**src/rtl/cmdp_pkg.sv**
```systemverilog
package cmdp_pkg;

    localparam int ARG_BYTES   = 4;
    localparam int FRAME_BYTES = 1 + ARG_BYTES;
    localparam int HDR_BYTES   = 12;
    localparam int HDR_IDX_W   = $clog2(HDR_BYTES);

    localparam logic [7:0] OPC_TUNE = 8'h01;
    localparam logic [7:0] OPC_RATE = 8'h02;
    localparam logic [7:0] STOP_BYTE = 8'h00;

    typedef struct packed {
        logic [7:0]             op;
        logic [8*ARG_BYTES-1:0] arg;
    } frame_t;

    typedef enum logic {
        MODE_IDLE   = 1'b0,
        MODE_STREAM = 1'b1
    } mode_e;

    // Identification header: magic tag, then two big-endian words.
    function automatic logic [7:0] hdr_byte_at(input logic [HDR_IDX_W-1:0] idx);
        logic [31:0] word;
        case (idx / 4)
            0:       word = 32'h5254_4C30;
            1:       word = 32'd5;
            default: word = 32'd29;
        endcase
        hdr_byte_at = word[8*(3 - (idx % 4)) +: 8];
    endfunction

endpackage

```
**src/rtl/cmdp_frame_asm.sv**
```systemverilog
module cmdp_frame_asm
    import cmdp_pkg::*;
(
    input  logic   clk,
    input  logic   rst,
    input  logic   in_valid,
    input  logic [7:0] in_byte,
    output logic   stop_req,
    output logic   frame_done,
    output frame_t frame
);
    localparam int POS_W   = $clog2(FRAME_BYTES);
    localparam int LAST    = FRAME_BYTES - 1;
    localparam int STORE_W = 8 * (FRAME_BYTES - 1);

    logic [POS_W-1:0]   pos;
    logic [STORE_W-1:0] held;
    logic               take;

    assign stop_req   = in_valid && (pos == '0) && (in_byte == STOP_BYTE);
    assign take       = in_valid && !stop_req;
    assign frame_done = take && (pos == POS_W'(LAST));
    assign frame      = frame_t'({held, in_byte});

    always_ff @(posedge clk) begin
        if (rst) begin
            pos  <= '0;
            held <= '0;
        end else if (take) begin
            held <= {held[STORE_W-9:0], in_byte};
            pos  <= (pos == POS_W'(LAST)) ? '0 : pos + 1'b1;
        end
    end

    AST_POS_RANGE: assert property (@(posedge clk) disable iff (rst)
        pos <= POS_W'(LAST));
    AST_STOP_NOT_STORED: assert property (@(posedge clk) disable iff (rst)
        stop_req |=> (pos == '0));
    AST_IDLE_HOLDS_POS: assert property (@(posedge clk) disable iff (rst)
        !in_valid |=> $stable(pos));

endmodule

```
**src/rtl/cmdp_hdr_gen.sv**
```systemverilog
module cmdp_hdr_gen
    import cmdp_pkg::*;
(
    input  logic       clk,
    input  logic       rst,
    input  logic       start,
    input  logic       abort,
    output logic       hdr_valid,
    output logic [7:0] hdr_byte
);
    logic                 busy;
    logic [HDR_IDX_W-1:0] idx;

    always_ff @(posedge clk) begin
        if (rst || abort) begin
            busy <= 1'b0;
            idx  <= '0;
        end else if (start) begin
            busy <= 1'b1;
            idx  <= '0;
        end else if (busy) begin
            busy <= (idx != HDR_IDX_W'(HDR_BYTES - 1));
            idx  <= idx + 1'b1;
        end
    end

    assign hdr_valid = busy;
    assign hdr_byte  = busy ? hdr_byte_at(idx) : 8'h00;

    AST_HDR_IDX_RANGE: assert property (@(posedge clk) disable iff (rst)
        busy |-> (idx < HDR_IDX_W'(HDR_BYTES)));
    AST_HDR_STARTS_AT_ZERO: assert property (@(posedge clk) disable iff (rst)
        (start && !abort) |=> (busy && idx == '0));

endmodule

```
**src/rtl/cmd_frame_parser.sv**
```systemverilog
module cmd_frame_parser
    import cmdp_pkg::*;
#(
    parameter logic [31:0] FREQ_DEFAULT = 32'd94_600_000,
    parameter logic [31:0] RATE_DEFAULT = 32'd100_000
) (
    input  logic        clk,
    input  logic        rst,
    input  logic        in_valid,
    input  logic [7:0]  in_byte,
    output logic [31:0] freq_q,
    output logic        tune_upd,
    output logic [31:0] rate_q,
    output logic        rate_upd,
    output logic        streaming,
    output logic        hdr_valid,
    output logic [7:0]  hdr_byte
);
    logic   stop_req;
    logic   frame_done;
    frame_t frame;
    mode_e  mode;
    logic   hdr_start;

    cmdp_frame_asm u_asm (
        .clk        (clk),
        .rst        (rst),
        .in_valid   (in_valid),
        .in_byte    (in_byte),
        .stop_req   (stop_req),
        .frame_done (frame_done),
        .frame      (frame)
    );

    assign hdr_start = frame_done && (mode == MODE_IDLE);

    always_ff @(posedge clk) begin
        if (rst) begin
            mode     <= MODE_IDLE;
            freq_q   <= FREQ_DEFAULT;
            rate_q   <= RATE_DEFAULT;
            tune_upd <= 1'b0;
            rate_upd <= 1'b0;
        end else begin
            tune_upd <= 1'b0;
            rate_upd <= 1'b0;
            if (stop_req) begin
                mode <= MODE_IDLE;
            end else if (frame_done) begin
                mode <= MODE_STREAM;
                if (frame.op == OPC_TUNE) begin
                    freq_q   <= frame.arg;
                    tune_upd <= 1'b1;
                end else if (frame.op == OPC_RATE) begin
                    rate_q   <= frame.arg;
                    rate_upd <= 1'b1;
                    tune_upd <= 1'b1;
                end
            end
        end
    end

    assign streaming = (mode == MODE_STREAM);

    cmdp_hdr_gen u_hdr (
        .clk       (clk),
        .rst       (rst),
        .start     (hdr_start),
        .abort     (stop_req),
        .hdr_valid (hdr_valid),
        .hdr_byte  (hdr_byte)
    );

    AST_HDR_NEEDS_STREAM: assert property (@(posedge clk) disable iff (rst)
        hdr_valid |-> streaming);
    AST_RATE_RETUNES: assert property (@(posedge clk) disable iff (rst)
        rate_upd |-> tune_upd);
    AST_STOP_TO_IDLE: assert property (@(posedge clk) disable iff (rst)
        stop_req |=> (!streaming && !hdr_valid));
    AST_FREQ_HOLD: assert property (@(posedge clk) disable iff (rst)
        !tune_upd |-> $stable(freq_q));
    AST_RATE_HOLD: assert property (@(posedge clk) disable iff (rst)
        !rate_upd |-> $stable(rate_q));
    AST_STROBE_SINGLE: assert property (@(posedge clk) disable iff (rst)
        tune_upd |=> !tune_upd);

endmodule

```
**config.mk**
```make
export PLATFORM = sky130hd
export DESIGN_NAME = cmd_frame_parser
export DESIGN_NICKNAME = d
export VERILOG_FILES = /design/src/rtl/cmdp_pkg.sv /design/src/rtl/cmdp_frame_asm.sv /design/src/rtl/cmdp_hdr_gen.sv /design/src/rtl/cmd_frame_parser.sv
export SDC_FILE = /design/constraint.sdc
export NUM_CORES = 1
export LEC_CHECK = 0
export BUFFER_PORTS_ARGS = -buffer_cell sky130_fd_sc_hd__buf_2
export CAP_MARGIN = 20
export CORE_UTILIZATION = 25
export DETAILED_ROUTE_END_ITERATION = 8
export MAX_ROUTING_LAYER = met4
export PLACE_DENSITY_LB_ADDON = 0.12
export SLEW_MARGIN = 20
export SYNTH_ARGS = -nofsm -noshare
export SYNTH_HDL_FRONTEND = slang
export SYNTH_SLANG_ARGS = --single-unit
```
**constraint.sdc**
```tcl
create_clock -name clk -period 1.7 [get_ports clk]
set_input_delay 0.17 -clock clk [delete_from_list [all_inputs] [get_ports clk]]
set_output_delay 0.17 -clock clk [all_outputs]
set_load 0.005 [all_outputs]
```
## Word-level counts from Yosys, hierarchy flattened

Index checks and enable logic that the tools add are counted.

- Bits in registers: 107
- Bits of input ports: 11
- Output and inout port bits: 76
- Word-level logic and storage cells: 45

- Add/sub/neg operators: 3
- Eq/ne operators: 5
- Shifts and indexed selects: 1
- Muxes and demuxes: 7
- Bitwise gates (word level): 4
- Reduce and logical (&&, ||, !) cells: 16

Operators by type and width:

| operator | number |
|---|---|
| one-hot mux 31 bit (2 select lines) | 1 |
| variable part select 32 x 33 -> 8 bit | 1 |
| zero test 32 bit | 1 |
| == test 8 x 1 -> 1 bit, second input constant | 1 |
| == test 8 x 2 -> 1 bit, second input constant | 1 |
| zero test 8 bit | 1 |
| 2-to-1 mux 8 bit | 1 |
| logical AND 1 bit | 5 |
| adder 4 x 1 -> 4 bit, second input constant | 1 |
| 2-to-1 mux 1 bit | 4 |
| inequality test 4 bit, second input constant | 1 |
| NOT 1 bit | 4 |
| AND reduction 4 bit | 1 |
| OR reduction 2 bit | 2 |
| OR reduction 4 bit | 1 |
| adder 3 x 1 -> 3 bit, second input constant | 1 |
| == test 3 bit, second input constant | 1 |
| zero test 3 bit | 1 |
| 2-to-1 mux 3 bit | 1 |
| AND reduction 3 bit | 1 |
| OR reduction 3 bit | 1 |
| subtractor 2 x 2 -> 3 bit, first input constant | 1 |
| == test 2 x 1 -> 1 bit, second input constant | 1 |
| zero test 1 bit | 1 |
| logical OR 1 bit | 1 |

## Logic depth before layout (Yosys ltp)

Gate-level depths: netlist of the first run.

- Depth in word-level cells: 8
- Mapped depth: 8

## Hierarchy

Synthesis of the first run repeated with hierarchy kept, for this count alone.

- Cells, all modules: 490
- Area total of the unflattened synthesis: 4629.4 sq um

By module, submodules not included:

| module | times used | cells each | area an instance (sq um) | sequential area each (sq um) |
|---|---|---|---|---|
| cmd_frame_parser | 1 | 276 | 2832.7 | 1341.3 |
| cmdp_frame_asm | 1 | 169 | 1450.1 | 700.7 |
| cmdp_hdr_gen | 1 | 45 | 346.6 | 100.1 |

## Worst setup path after synthesis of the first run

No wires, ideal clock.

- Path kind: reg2reg
- From: register u_asm.pos[0]
- To: register freq_q[10]
- Library setup time: 0.072 ns
- Arrival: 1.664 ns
- Data required time: 1.628 ns
- Setup slack: -0.036 ns
- Cell stages (with the launch flop): 9
- Buffers on the path: 3
- Period minus slack after synthesis: 1.736 ns
- Cells stage by stage: dfxtp_1 -> inv_1 -> ha_1 -> and3_1 -> clkbuf_1 -> nand4_1 -> buf_2 -> buf_2 -> mux2i_1

- Cells in the longest elaborated chain, start to end: 7
- Elaborated cells between the ends (all ways): 9
- Classes of those cells: eq/ne: 1; bitwise: 1; reduce/logical: 7

Ends and longest elaborated chain:

| element | line | RTL |
|---|---|---|
| start: declaration | cmdp_frame_asm.sv:16 | `logic [POS_W-1:0] pos;` |
| start signal: assignment | cmdp_frame_asm.sv:31 | `pos <= (pos == POS_W'(LAST)) ? '0 : pos + 1'b1;` |
| zero test 3 bit | cmdp_frame_asm.sv:20 | `assign stop_req = in_valid && (pos == '0) && (in_byte == STOP_BYTE);` |
| logical AND 1 bit (2 in series) | cmdp_frame_asm.sv:20 |  |
| zero test 1 bit | cmdp_frame_asm.sv:21 | `assign take = in_valid && !stop_req;` |
| logical AND 1 bit | cmdp_frame_asm.sv:21 |  |
| logical AND 1 bit | cmdp_frame_asm.sv:22 | `assign frame_done = take && (pos == POS_W'(LAST));` |
| AND reduction 3 bit (no source line) * | -- |  |
| end signal: assignment | cmd_frame_parser.sv:52 | `freq_q <= frame.arg;` |
| end: declaration | cmd_frame_parser.sv:11 | `output logic [31:0] freq_q,` |

Mark *: on every way between the ends. The rest lies on a longest branch, timed or not.
A chain may end at the register's enable or synchronous reset.

## Worst setup path after layout of the first run

- From: register u_asm.pos[2]
- To: register u_asm.held[26]

- Cells in the longest elaborated chain, start to end: 5

Ends and longest elaborated chain:

| element | line | RTL |
|---|---|---|
| zero test 3 bit | cmdp_frame_asm.sv:20 |  |
| logical AND 1 bit (2 in series) | cmdp_frame_asm.sv:20 |  |
| zero test 1 bit | cmdp_frame_asm.sv:21 |  |
| logical AND 1 bit | cmdp_frame_asm.sv:21 |  |
| end signal: assignment | cmdp_frame_asm.sv:30 | `held <= {held[STORE_W-9:0], in_byte};` |
| end: declaration | cmdp_frame_asm.sv:17 | `logic [STORE_W-1:0] held;` |

No other way between the ends.

==> results of run 1 <==
## Yosys cell counts (all sizes together)
cell,number,area share [%]
nor3b,1,0.18
nor4bb,1,0.24
and3,2,0.30
xor2,1,0.21
or3,3,0.48
o21a,1,0.18
dfxtp,107,51
nand3,1,0.12
buf,13,2.6
nand2,95,8.5
a21boi,1,0.18
conb,1,0.089
nor4,2,0.30
nor2,45,4.0
and4,2,0.42
o311ai,1,0.21
o21ai,1,0.12
ha,3,0.89
o31a,1,0.21
a21oi,4,0.48
inv,6,0.54
nand3b,1,0.18
mux2i,99,24
nand4,3,0.45
a211oi,1,0.18
or4,1,0.27
o31ai,1,0.18
nand4bb,1,0.27
xnor2,3,0.63
nor2b,2,0.30
nand4b,1,0.21
clkbuf,19,1.7
nor3,3,0.36
a311o,1,0.24
o22ai,1,0.15
a31oi,1,0.15
## critical path, cell delays in order, from the launching register on
cell	delay, ns
dfxtp_1	0.31
or4_4	0.49
o31a_1	0.35
buf_12	0.19
mux2i_1	0.14
## power by group
| part | leakage (uW) | total, uW | switching (uW) | internal, uW |
|---|---|---|---|---|
| sequential | 0.000865 | 2550 | 18.5 | 2530 |
| clock | 0.000126 | 1950 | 920 | 1030 |
| combinational | 0.00140 | 228 | 145 | 83.0 |
| total | 0.00239 | 4730 | 1080 | 3640 |
## metrics by stage
step / area, um^2 / power [uW] / cells / hold slack, ns
after floorplan: 4200 / 2760 / 430 / 0.332
after global placement: 4910 / 2840 / 719 / 0.445
after detailed placement: 4910 / 2840 / 719 / 0.445
after CTS: 5170 / 4800 / 734 / 0.0840
after global routing: 5230 / 4940 / 736 / 0.0901
final: 5230 / 4730 / 736 / 0.0925
## sequential cells by signal, indices dropped and copies added, names as in the netlist
| name | flops |
|---|---|
| rate_upd | 1 |
| streaming | 1 |
| tune_upd | 1 |
| freq_q | 32 |
| u_hdr.hdr_valid | 1 |
| u_hdr.idx | 4 |
| u_asm.held | 32 |
| u_asm.pos | 3 |
| rate_q | 32 |
## area by class of cell
class	count	area [um^2]	share of cell area, %
flip-flops and latches	107	2140	41.0
multi-input cells	285	1880	35.9
repair buffers	103	648	12.4
well taps	220	275	5.26
clock buffers	13	250	4.79
inverters	6	22.5	0.431
clock inverters	2	12.5	0.239
## cell families after synthesis
group                    synth area share, %
adder cells (fa/ha/maj)                0.893
AND/OR/NAND/NOR                         16.6
XOR/XNOR                               0.834
other                                 0.0893
buffers and inverters                   4.79
multiplexers                            23.6
flip-flops                              51.0
AO/OA/AOI/OAI                           2.26
## per-layer routing
metal / up-vias / global-route usage [%] / routed length, um / share of wire (%)
li1: 1598 / - / - / -
met1: 1456 / 17.2 / 5590 / 52
met2: 59 / 19.4 / 4690 / 44
met3: 11 / 3.01 / 312 / 2.9
met4: 0 / 5.43 / 182 / 1.7
met5: - / - / 0 / 0
## path summary, 6_finish.rpt
| check | cells past startpoint | end | from | slack [ns] |
|---|---|---|---|---|
| worst max register to register | 4 | u_asm.held[26] | u_asm.pos[2] | 0.10 |
| worst min register to register | 2 | freq_q[20] | freq_q[20] | 0.46 |
| worst min-delay path | 2 | u_asm.pos[2] | rst | 0.09 |
| worst max-delay path | 4 | u_asm.held[26] | u_asm.pos[2] | 0.10 |
## timing repair
item	CTS	global route
setup buffers	0	1
setup endpoints to repair	0	64
gates resized for setup	0	7
==> run summary, run 1 <==
Overall routing resource usage: 13.1%
Area Overhead vs Synth: 24.4%
Synth Cell Area: 4200 um^2
Fillcell total: 1711
Ys Warns: 0
Most frequent cells in the layout: dfxtp_1 (107), mux2i_1 (99), nand2_1 (95)
Global-route wire length before repair: 16.9 mm
Crit path max fanout: 24
Ratio of cells with drive above 1 in the final layout: 23.8%
Via count: 3124
H-tree depth: 3
CP Capture Type: register
Clock slew seen by the registers of the worst setup and hold paths: 0.07 ns
Commonest non-fill, non-tap cell in the layout: dfxtp_1
Starting Density: 25.4%
Finished Core Util: 31.6%
Mean area per synthesized cell: 9.77 um^2
Crit Path Class: reg -> reg
Die Height: 132 um
Setup_tns: 0 ns
First-pass iteration count of the detailed router: 4
Detail Route Antenna Nets: 0
Cell count after synthesis: 430
Final setup viols: 0
Clk sinks: 107
Drt first-iter violations: 161
CP Launch Type: register
Setup Skew: 0.00511 ns
Gr ovfl total: 0
Port bufs: 85
Synth cell types: 42
Fin crit period: 1.60 ns
Maximum clock rate: 625 MHz
Number of global-route vias before repair: 3075
Drt drc: 0
RSZ-0062 raised after global routing: false
Max-cap viol count: 0
Top-Level Pins: 87
Largest net degree at the start of global routing: 60
Leakage: 0.00239 uW
ANT cells: 0
PwrDens: 904 nW/um^2
DIE AREA: 17300 um^2
Clock Tree Buf Depth: 2
Worst path required time: 1.93 ns
Later-pin clock latency in the skew report: 0.35 ns
Hold Buf Count CTS: 0
CTS root buf: clkbuf_16
Worst Slack Setup Final: 0.100 ns
Post-synthesis sequential area ratio: 51.0%
Rows: 47
Die width: 132 um
Setup WS pre-CTS: 0.0417 ns
FF+latch count, synth: 107
Gpl congestion: 0.756
CTS tree: built
Crit path DAT: 1.83 ns
Final #Nets: 526
Hold Fails Final Rpt: 0
Hold crit path type: in -> reg
Routed len/inst: 14.6 um
Core Region: 16500 um^2
Vias/cell: 4.24
Outcome: finished clean
Initial antenna violation count: 0
Total wire length: 10.8 mm
Ratio of final minimum period to clock period: 94.1%
Syn_nets: 444
CTS buffer count: 9
Slew Limit Fails: 0
Max VDD drop: 488 uV
Post-DP HPWL: 7.54 mm
No activity file was read; power rests on OpenSTA's default activity.
==> run 2, diff against run 1 <==
--- a/config.mk
+++ b/config.mk
@@ -10,7 +10,6 @@
 export CORE_UTILIZATION = 25
 export DETAILED_ROUTE_END_ITERATION = 8
 export MAX_ROUTING_LAYER = met4
-export PLACE_DENSITY_LB_ADDON = 0.12
 export SLEW_MARGIN = 20
 export SYNTH_ARGS = -nofsm -noshare
 export SYNTH_HDL_FRONTEND = slang
==> run summary, run 2 (synthesized netlist as in run 1, its figures left out) <==
Hold EP: rate_q[5]
Final Cell Area: 5280 um^2 (+0.98%)
Worst path required time: 1.98 ns (+0.05 ns)
Fin crit period: 1.66 ns (+0.0616 ns)
Top-Level Pins: 87 (unchanged)
Area Overhead vs Synth: 25.7%
CP Capture Type: register
First-pass iteration count of the detailed router: 4 (unchanged)
Drt first-iter violations: 251 (+56%)
Cell area after placement: 4900 um^2 (-0.15%)
Worst Slack Setup Final: 0.0385 ns (-0.0616 ns)
Core Region: 16500 um^2 (unchanged)
Clock slew seen by the registers of the worst setup and hold paths: 0.07 ns (about the same)
Global-route wire length before repair: 16.8 mm (-0.73%)
Path depth of the worst reg2reg path: 4 (unchanged)
Gr ovfl total: 0 (unchanged)
CP peak stage delay: 0.51 ns (+0.02 ns)
Ratio of cells with drive above 1 in the final layout: 24.3% (+0.48 points)
Largest regs: freq_q x32, rate_q x32, u_asm.held x32
Vias/cell: 4.34 (+2.2%)
Commonest non-fill, non-tap cell in the layout: dfxtp_1
Gpl congestion: 0.796 (+5.3%)
Drt drc: 0 (unchanged)
Crit path DAT: 1.94 ns (+0.11 ns)
Crit Path Class: reg -> reg
Starting Density: 25.4% (unchanged)
Final #Nets: 524 (-0.38%)
Setup Skew: 0.00525 ns (+0.000135 ns)
Clk sinks: 107 (unchanged)
Clock Tree Buf Depth: 2 (unchanged)
Post-Place Cells: 718 (-0.14%)
Hold path startpoint: in_byte[5]
Finished Core Util: 32.0% (+0.31 points)
Setup WS pre-CTS: 0.0114 ns (-0.0303 ns)
Post-DP HPWL: 7.72 mm (+2.4%)
Switch Pwr: 1100 uW (+1.3%)
RR Endpoint: u_asm.held[2]
Setup repair bufs after CTS: 0 (unchanged)
CTS root buf: clkbuf_16
Port bufs: 85 (unchanged)
Via count: 3183 (+1.9%)
Initial antenna violation count: 0 (unchanged)
Crit path cell chain: or4_4 > o31ai_4 > clkbuf_4 > mux2i_1
Routed len/inst: 14.8 um (+1.0%)
FF-to-FF Start: u_asm.pos[2]
Detail Route Antenna Nets: 0 (unchanged)
Crit path max fanout: 5 (-79%)
DIE AREA: 17300 um^2 (unchanged)
PwrDens: 956 nW/um^2 (+5.7%)
Hold Fails Final Rpt: 0 (unchanged)
Number of global-route vias before repair: 3098 (+0.75%)
Ratio of final minimum period to clock period: 97.7% (+3.6 points)
Max-cap viol count: 0 (unchanged)
Most frequent cells in the layout: dfxtp_1 (106), mux2i_1 (99), nand2_1 (95)
Overall routing resource usage: 13.1% (-0.086 points)
CTS buffer count: 9 (unchanged)
RSZ-0062 raised after global routing: false
Rows: 47 (unchanged)
ANT cells: 0 (unchanged)
Slowest CP cell: or4_4
Final Non-Filler Cells: 734 (-0.27%)
Slew Limit Fails: 0 (unchanged)
H-tree depth: 3 (unchanged)
Sequential share of power: 50.5% (-3.5 points)
Clk pwr share: 44.6% (+3.4 points)
Switching Fraction: 21.8% (-1.2 points)
CP Launch Type: register
Largest net degree at the start of global routing: 89 (+48%)
CTS tree: built
Maximum clock rate: 602 MHz (-3.7%)
Gate power share: 4.9% (about the same)
Later-pin clock latency in the skew report: 0.35 ns (about the same)
Final setup viols: 0 (unchanged)
Reg2Reg Setup Slack: 0.04 ns (-0.06 ns)
Pint: 3950 uW (+8.3%)
Die Height: 132 um (unchanged)
Outcome: finished clean
Total wire length: 10.9 mm (+0.72%)
Max VDD drop: 469 uV (-3.7%)
Setup_tns: 0 ns (unchanged)
Hold Buf Count CTS: 0 (unchanged)
Leakage: 0.00240 uW (+0.33%)
Worst hold stages: 3 (+1)
Hold crit path type: in -> reg
Die width: 132 um (unchanged)
==> run 2: power groups by stage <==
stage / Sequential [uW] / Combinational, uW / Clock (uW)
final: 2550 / 245 / 2250
after global routing: 2550 / 270 / 2390
after CTS: 2550 / 226 / 2300
after detailed placement: 2610 / 225 / 0
after global placement: 2610 / 220 / 0
after floorplan: 2600 / 161 / 0
==> run 2: worst max-delay path, delay by kind of cell, from the launching register on <==
kind            cells  cell delay [ns]
flops               1             0.31
compound gates      1             0.32
buf+inv             1             0.26
mux                 1             0.19
simple gates        1             0.51
==> run 2: what timing repair did <==
item	4_1_cts	5_1_grt
resized for setup	1	12
gates cloned	0	1
pin swaps	0	1
endpoints found under the setup margin	2	98
hold endpoints to repair	0	0
==> run 2: final cells by class <==
| class | count | area, um^2 |
|---|---|---|
| Inverter | 6 | 22.5 |
| Fill cell | 1702 | 11200 |
| Tap cell | 220 | 275 |
| Sequential cell | 107 | 2140 |
| Clock buffer | 11 | 243 |
| Timing Repair Buffer | 101 | 612 |
| Multi-Input combinational cell | 285 | 1910 |
| Clock inverter | 4 | 75.1 |
==> run 2: worst max-delay path by stage <==
stage,startpoint,endpoint,slack (ns)
5_1_grt,u_asm.pos[2],u_asm.held[2],0.005
6_report,u_asm.pos[2],u_asm.held[2],0.04
2_1_floorplan,u_asm.pos[0],freq_q[27],0.01
4_1_cts,u_asm.pos[0],u_asm.held[1],0.02
3_5_place_dp,u_asm.pos[0],rate_q[10],0.01
3_3_place_gp,in_byte[4],u_asm.held[28],0.04
==> run 2: through the flow <==
stage / hold slack (ns) / power, uW
after floorplan: 0.332 / 2760
after global placement: 0.445 / 2830
after detailed placement: 0.446 / 2830
after CTS: 0.149 / 5080
after global routing: 0.162 / 5210
final: 0.152 / 5050
==> run 2: metal layers <==
| layer | GRT usage, % | routed length, um |
|---|---|---|
| met1 | 16.4 | 5370 |
| met2 | 19.7 | 4810 |
| met3 | 3.70 | 438 |
| met4 | 5.17 | 238 |
| met5 | - | 0 |
